--- config.mk ---
export PLATFORM = sky130hd
export DESIGN_NAME = layer_cmd_if
export DESIGN_NICKNAME = d
export VERILOG_FILES = /design/src/rtl/lcmd_pkg.sv /design/src/rtl/lcmd_fifo.sv /design/src/rtl/lcmd_seq.sv /design/src/rtl/lcmd_irq.sv /design/src/rtl/layer_cmd_if.sv
export SDC_FILE = /design/constraint.sdc
export NUM_CORES = 2
export LEC_CHECK = 0
export ABC_AREA = 1
export BUFFER_PORTS_ARGS = -buffer_cell sky130_fd_sc_hd__buf_2
export CAP_MARGIN = 15
export CORE_UTILIZATION = 54
export CTS_CLUSTER_DIAMETER = 80
export DETAILED_ROUTE_END_ITERATION = 8
export PLACE_DENSITY_LB_ADDON = 0.3
export SLEW_MARGIN = 20
export SYNTH_ARGS = -nofsm -noshare
export SYNTH_HDL_FRONTEND = slang
export SYNTH_SLANG_ARGS = --single-unit
--- constraint.sdc ---
create_clock -name clk -period 3.9 [get_ports clk]
set_input_delay 0.39 -clock clk [delete_from_list [all_inputs] [get_ports clk]]
set_output_delay 0.39 -clock clk [all_outputs]
set_load 0.02 [all_outputs]
--- src/rtl/lcmd_pkg.sv ---
package lcmd_pkg;
    localparam int WORD_W     = 64;
    localparam int DESC_WORDS = 12;

    localparam logic [6:0] A_ARG    = 7'h00;
    localparam logic [6:0] A_STATUS = 7'h08;
    localparam logic [6:0] A_RAW    = 7'h10;
    localparam logic [6:0] A_MASK   = 7'h18;
    localparam logic [6:0] A_CLEAR  = 7'h20;
    localparam logic [6:0] A_THRESH = 7'h28;
    localparam logic [6:0] A_DOUT   = 7'h30;
    localparam logic [6:0] A_FLUSH  = 7'h38;
    localparam logic [6:0] A_PREC   = 7'h40;

    localparam int IRQ_DONE  = 0;
    localparam int IRQ_LEVEL = 1;
    localparam int IRQ_OVF   = 2;
    localparam int IRQ_N     = 3;

    typedef enum logic [1:0] {
        SEQ_IDLE,
        SEQ_GATHER,
        SEQ_OFFER,
        SEQ_RUN
    } seq_state_e;
endpackage

--- src/rtl/lcmd_fifo.sv ---
module lcmd_fifo #(
    parameter int W     = 64,
    parameter int DEPTH = 32,
    localparam int AW   = $clog2(DEPTH),
    localparam int CW   = $clog2(DEPTH + 1)
) (
    input  logic          clk,
    input  logic          rst_n,
    input  logic          flush,
    input  logic          push,
    input  logic [W-1:0]  wdata,
    input  logic          pop,
    output logic [W-1:0]  rdata,
    output logic [CW-1:0] count,
    output logic          full
);
    logic [W-1:0]  mem [DEPTH];
    logic [AW-1:0] wr_ptr, rd_ptr;
    logic          do_push, do_pop;

    function automatic logic [AW-1:0] step(input logic [AW-1:0] p);
        return (p == AW'(DEPTH - 1)) ? '0 : p + 1'b1;
    endfunction

    assign full    = (count == CW'(DEPTH));
    assign do_push = push && !full;
    assign do_pop  = pop && (count != '0);
    assign rdata   = mem[rd_ptr];

    always_ff @(posedge clk) begin
        if (do_push) mem[wr_ptr] <= wdata;
    end

    always_ff @(posedge clk or negedge rst_n) begin
        if (!rst_n) begin
            wr_ptr <= '0;
            rd_ptr <= '0;
            count  <= '0;
        end else if (flush) begin
            wr_ptr <= '0;
            rd_ptr <= '0;
            count  <= '0;
        end else begin
            if (do_push) wr_ptr <= step(wr_ptr);
            if (do_pop)  rd_ptr <= step(rd_ptr);
            if (do_push && !do_pop)      count <= count + 1'b1;
            else if (do_pop && !do_push) count <= count - 1'b1;
        end
    end
endmodule

--- src/rtl/lcmd_seq.sv ---
module lcmd_seq
    import lcmd_pkg::*;
#(
    parameter int W     = 64,
    parameter int NW    = 12,
    parameter int CNT_W = 6,
    localparam int IW   = $clog2(NW)
) (
    input  logic            clk,
    input  logic            rst_n,
    input  logic            flush,
    input  logic [CNT_W-1:0] fifo_cnt,
    input  logic [W-1:0]    fifo_rdata,
    output logic            fifo_pop,
    output logic            cmd_valid,
    input  logic            cmd_ready,
    output logic [NW*W-1:0] cmd_words,
    output logic            cmd_irq_req,
    output logic            cmd_depthwise,
    input  logic            layer_done,
    output logic            done_evt
);
    seq_state_e    state_q, state_d;
    logic [IW-1:0] idx_q;
    logic [W-1:0]  words_q [NW];
    logic          gather_last;

    assign gather_last = (idx_q == IW'(NW - 1));

    always_ff @(posedge clk or negedge rst_n) begin
        if (!rst_n) state_q <= SEQ_IDLE;
        else        state_q <= state_d;
    end

    always_comb begin
        state_d = state_q;
        unique case (state_q)
            SEQ_IDLE:   if (!flush && fifo_cnt >= CNT_W'(NW)) state_d = SEQ_GATHER;
            SEQ_GATHER: if (flush)             state_d = SEQ_IDLE;
                        else if (gather_last)  state_d = SEQ_OFFER;
            SEQ_OFFER:  if (cmd_ready)         state_d = SEQ_RUN;
            SEQ_RUN:    if (layer_done)        state_d = SEQ_IDLE;
            default:                           state_d = SEQ_IDLE;
        endcase
    end

    always_comb begin
        fifo_pop  = (state_q == SEQ_GATHER) && !flush;
        cmd_valid = (state_q == SEQ_OFFER);
        done_evt  = (state_q == SEQ_RUN) && layer_done && words_q[0][0];
    end

    always_ff @(posedge clk or negedge rst_n) begin
        if (!rst_n)                              idx_q <= '0;
        else if (state_q != SEQ_GATHER || flush) idx_q <= '0;
        else                                     idx_q <= gather_last ? '0 : idx_q + 1'b1;
    end

    always_ff @(posedge clk or negedge rst_n) begin
        if (!rst_n) begin
            for (int i = 0; i < NW; i++) words_q[i] <= '0;
        end else if (fifo_pop) begin
            words_q[idx_q] <= fifo_rdata;
        end
    end

    for (genvar g = 0; g < NW; g++) begin : g_flat
        assign cmd_words[g*W +: W] = words_q[g];
    end

    assign cmd_irq_req   = words_q[0][0];
    assign cmd_depthwise = words_q[0][3];
endmodule

--- src/rtl/lcmd_irq.sv ---
module lcmd_irq #(
    parameter int N = 3
) (
    input  logic         clk,
    input  logic         rst_n,
    input  logic [N-1:0] set_vec,
    input  logic         clr_wr,
    input  logic [N-1:0] clr_vec,
    input  logic         mask_wr,
    input  logic [N-1:0] mask_vec,
    output logic [N-1:0] raw,
    output logic [N-1:0] mask,
    output logic [N-1:0] status,
    output logic         irq
);
    always_ff @(posedge clk or negedge rst_n) begin
        if (!rst_n) begin
            raw  <= '0;
            mask <= '0;
        end else begin
            raw <= (clr_wr ? (raw & ~clr_vec) : raw) | set_vec;
            if (mask_wr) mask <= mask_vec;
        end
    end

    assign status = raw & mask;
    assign irq    = |status;
endmodule

--- src/rtl/layer_cmd_if.sv ---
module layer_cmd_if
    import lcmd_pkg::*;
#(
    parameter int W     = WORD_W,
    parameter int NW    = DESC_WORDS,
    parameter int DEPTH = 32,
    localparam int CW   = $clog2(DEPTH + 1)
) (
    input  logic            clk,
    input  logic            rst_n,
    input  logic            bus_wr,
    input  logic [6:0]      bus_addr,
    input  logic [W-1:0]    bus_wdata,
    output logic [W-1:0]    bus_rdata,
    output logic            cmd_valid,
    input  logic            cmd_ready,
    output logic [NW*W-1:0] cmd_words,
    output logic            cmd_irq_req,
    output logic            cmd_depthwise,
    input  logic            layer_done,
    output logic            eight_bit_mode,
    output logic            irq
);
    logic          wr_arg, flush, fifo_pop, fifo_full, done_evt, level_evt, ovf_evt;
    logic [W-1:0]  fifo_rdata;
    logic [CW-1:0] fifo_cnt, cnt_prev_q, thr_q;
    logic          prec_q;
    logic [IRQ_N-1:0] raw_q, mask_q, status;
    logic [IRQ_N-1:0] set_vec;

    assign wr_arg    = bus_wr && (bus_addr == A_ARG);
    assign flush     = bus_wr && (bus_addr == A_FLUSH) && bus_wdata[0];
    assign ovf_evt   = wr_arg && fifo_full;
    assign level_evt = (cnt_prev_q > thr_q) && (fifo_cnt <= thr_q);

    always_comb begin
        set_vec            = '0;
        set_vec[IRQ_DONE]  = done_evt;
        set_vec[IRQ_LEVEL] = level_evt;
        set_vec[IRQ_OVF]   = ovf_evt;
    end

    lcmd_fifo #(.W(W), .DEPTH(DEPTH)) u_fifo (
        .clk(clk), .rst_n(rst_n), .flush(flush),
        .push(wr_arg), .wdata(bus_wdata),
        .pop(fifo_pop), .rdata(fifo_rdata),
        .count(fifo_cnt), .full(fifo_full)
    );

    lcmd_seq #(.W(W), .NW(NW), .CNT_W(CW)) u_seq (
        .clk(clk), .rst_n(rst_n), .flush(flush),
        .fifo_cnt(fifo_cnt), .fifo_rdata(fifo_rdata), .fifo_pop(fifo_pop),
        .cmd_valid(cmd_valid), .cmd_ready(cmd_ready), .cmd_words(cmd_words),
        .cmd_irq_req(cmd_irq_req), .cmd_depthwise(cmd_depthwise),
        .layer_done(layer_done), .done_evt(done_evt)
    );

    lcmd_irq #(.N(IRQ_N)) u_irq (
        .clk(clk), .rst_n(rst_n), .set_vec(set_vec),
        .clr_wr(bus_wr && bus_addr == A_CLEAR), .clr_vec(bus_wdata[IRQ_N-1:0]),
        .mask_wr(bus_wr && bus_addr == A_MASK), .mask_vec(bus_wdata[IRQ_N-1:0]),
        .raw(raw_q), .mask(mask_q), .status(status), .irq(irq)
    );

    always_ff @(posedge clk or negedge rst_n) begin
        if (!rst_n) begin
            thr_q      <= '0;
            prec_q     <= 1'b0;
            cnt_prev_q <= '0;
        end else begin
            cnt_prev_q <= fifo_cnt;
            if (bus_wr && bus_addr == A_THRESH) thr_q  <= bus_wdata[CW-1:0];
            if (bus_wr && bus_addr == A_PREC)   prec_q <= bus_wdata[0];
        end
    end

    assign eight_bit_mode = prec_q;

    always_comb begin
        bus_rdata = '0;
        case (bus_addr)
            A_STATUS: bus_rdata[IRQ_N-1:0] = status;
            A_RAW:    bus_rdata[IRQ_N-1:0] = raw_q;
            A_MASK:   bus_rdata[IRQ_N-1:0] = mask_q;
            A_THRESH: bus_rdata[CW-1:0]    = thr_q;
            A_PREC:   bus_rdata[0]         = prec_q;
            default:  bus_rdata            = '0;
        endcase
    end
endmodule

==> impl_metrics.toml <==
[outcome]
outcome = "finished clean"

[synth]
synth.avg_cell_area_um2 = 11.10
synth-edff-count = 2048
synth_ff_type = "edfxtp_1"
synthCells = 10260
seq_area_frac_synth = 0.7180
synth_async_sr_flop_share = 0.2832
synthesis.area_um2 = 113900
ys_seq_elements = 2857
synth_cell_type_count = 40
yosysWarnings = 0

[die]
rows = 168
dieArea_um2 = 212700
start_util = 0.5433
die_w_um = 461.2
coreArea_um2 = 209600
io_pins = 913
fp.dieH_um = 461.2

[global_route]
antenna_found_initial = 21
use_met1 = 0.4334
use_met3 = 0.07851
grt_usage = 0.3326
grt_overflow_total = 0
met2_usage = 0.5146
grt_pass1_vias = 78180
busiest_layer = "met2"
grt_pass1_wl_um = 517500
grt_max_degree = 199

[drt]
post_drt_via_cell_ratio = 5.884
first_pass_iters = 6
wl_per_cell_um = 25.37
drtIter0Drc = 12130
drc_errors = 0
routed_wl_um = 359500
antenna_left = 0
dr_total_vias = 83380

[clock_tree]
root_buffer = "clkbuf_16"
cts_hold_buf = 74
clkTransAtPathRegs_ps = 60
post_cts_buffers = 0
cts_made_buffers = 298
cts_tree = "built"
cts_buffer_depth = 4
clk_latency_ps = 940
htree_levels = 5
clkSinkCount = 2857
ctsResizeCount = 0

[critical_path]
reg2reg_from = "u_fifo.rd_ptr[0]$_DFFE_PN0P_"
cp_max_fo = 120
path_class = "reg -> reg"
crit_path_end_kind = "flip-flop"
startpoint_type = "flip-flop"
rr_worst_depth = 11
cp.required_ps = 4730
startpoint = "u_fifo.rd_ptr[0]$_DFFE_PN0P_"
cp_data_arrival_time_ps = 4160

[pwr]
peakVddDrop_mv = 1.017
p_per_area_nw_per_um2 = 786.8
cellLeakagePower_uw = 0.05695
p_total_uw = 103700

[min_path]
hold_path_class = "in -> reg"
hold_depth = 6
hold_start = "bus_addr[5]"

[finish]
nNetsFinal = 11240
synthToLayoutAreaGrowth_pct = 15.80
layout_common_cells = "4844 x nand2_1, 2048 x edfxtp_1, 1121 x nand3_1, 853 x buf_2, 805 x dfrtp_1"
layout_commonest_cell = "nand2_1"
multi_input_area_um2 = 28440
final_util = 0.6291
final_layout_size_suffix_gt1_frac = 0.1453
regArea_um2 = 81760
fill_cells = 15740

[timing]
period_minus_slack_ps = 3328
hold_viol_final = 0
fin_skew_ps = 45.77
max_slew_margin = 0.3142
min_period_over_period = 0.8533
fmax_ghz = 0.3005
layout_setup_ws_ps = 572.1
maxSlewViolCount = 0
worstMarginPinSlew_ps = 1029
tns_ps = 0
rsz0062_at_grt = "no"
setup_viol = 0

[placement]
dp_hpwl_um = 201400
port_buffers = 854
gp_congestion = 0.8819
pre_cts_slack_ps = 268.4

[flow_run]
max-cap-violations = 0
[worst paths after layout]
kind / endpoint / slack [ps]
setup / recovery: u_seq.cmd_words[697]$_DFFE_PN0P_ / 570
hold / removal: eight_bit_mode$_DFFE_PN0P_ / 90
max in group asynchronous: u_seq.cmd_words[218]$_DFFE_PN0P_ / 2420
min in group asynchronous: u_seq.cmd_words[535]$_DFFE_PN0P_ / 110
hold reg to reg: u_seq.cmd_words[638]$_DFFE_PN0P_ / 470
setup reg to reg: u_seq.cmd_words[697]$_DFFE_PN0P_ / 570
[state kept, by name (all words and copies together) (netlist names), 3 cells and up, named ones only]
name	cells
u_irq.raw	3
u_seq.idx_q	4
u_irq.mask	3
u_seq.cmd_words	766
u_fifo.rd_ptr	5
u_fifo.mem	2048
cnt_prev_q	6
u_fifo.count	6
thr_q	6
u_fifo.wr_ptr	5
[metal layers]
| metal | vias up | part of all wire |
|---|---|---|
| met4 | 14 | 0.061 |
| met1 | 40570 | 0.36 |
| met3 | 1085 | 0.12 |
| met5 | - | 0.00029 |
| met2 | 5648 | 0.46 |
| li1 | 36060 | - |
[final cells by class]
type	instances	share of cell area
tap	2805	0.02662
antenna	13	0.0002467
sequential	2857	0.6201
clock buffer	400	0.06357
clock inverter	114	0.007905
inverter	75	0.002543
multi-input combinational	6687	0.2157
timing repair buffer	1219	0.06332
[per-stage QoR]
stage	instance area, um2	hold slack [ps]	instances
final	131800	88.80	14170
after global routing	131800	103.5	14160
after CTS	131800	31.07	14160
after detailed placement	121600	459.9	13570
after global placement	121600	456.7	13570
after floorplan	114100	94.41	10320
[synthesized netlist by cell type (2+ instances only)]
library cell	count	share of area
xor2_1	6	0.00046
buf_2	296	0.013
inv_2	14	0.00046
ha_1	27	0.0030
nor2_1	65	0.0021
nand2_2	5	0.00027
edfxtp_1	2048	0.54
nand3_1	1121	0.049
inv_1	59	0.0019
a21boi_0	108	0.0071
o22ai_1	6	0.00033
buf_4	188	0.012
dfrtp_1	809	0.18
buf_1	56	0.0018
a21oi_1	251	0.011
buf_6	29	0.0029
o211ai_1	118	0.0078
nor2_2	3	0.00016
clkbuf_1	127	0.0042
a21boi_1	8	0.00053
o21ai_0	30	0.0013
nand2_1	4858	0.16
o21ai_1	2	0.000088
nor3_1	4	0.00018
nand4_1	5	0.00027
[worst max-delay path, cell delays in order, from the launching register on]
cell and delay (ps):
dfrtp_4 800, clkinv_16 390, buf_12 400, nand2_1 120, nand2_1 70, a21oi_1 170
o211ai_1 140, nand3_1 170, nand2_1 370, buf_12 300, nand2_1 70, nand2_1 60
[cells by family after synthesis]
kind of cell | count (synthesis) | share of synthesized area
simple gates | 6067 | 0.2130
flops | 2857 | 0.7180
buf+inv | 771 | 0.03685
compound gates | 528 | 0.02854
fa+ha+maj | 28 | 0.003143
xor+xnor | 6 | 0.0004616
other cells | 1 | 0.00003294
[where the power goes]
| part | total [uW] | internal (uW) | switching [uW] |
|---|---|---|---|
| Sequential | 37200 | 35400 | 1880 |
| Clock | 27800 | 16300 | 11500 |
| Combinational | 38700 | 9870 | 28900 |
| Total | 104000 | 61500 | 42200 |
Power figures use the tool's default switching activity.
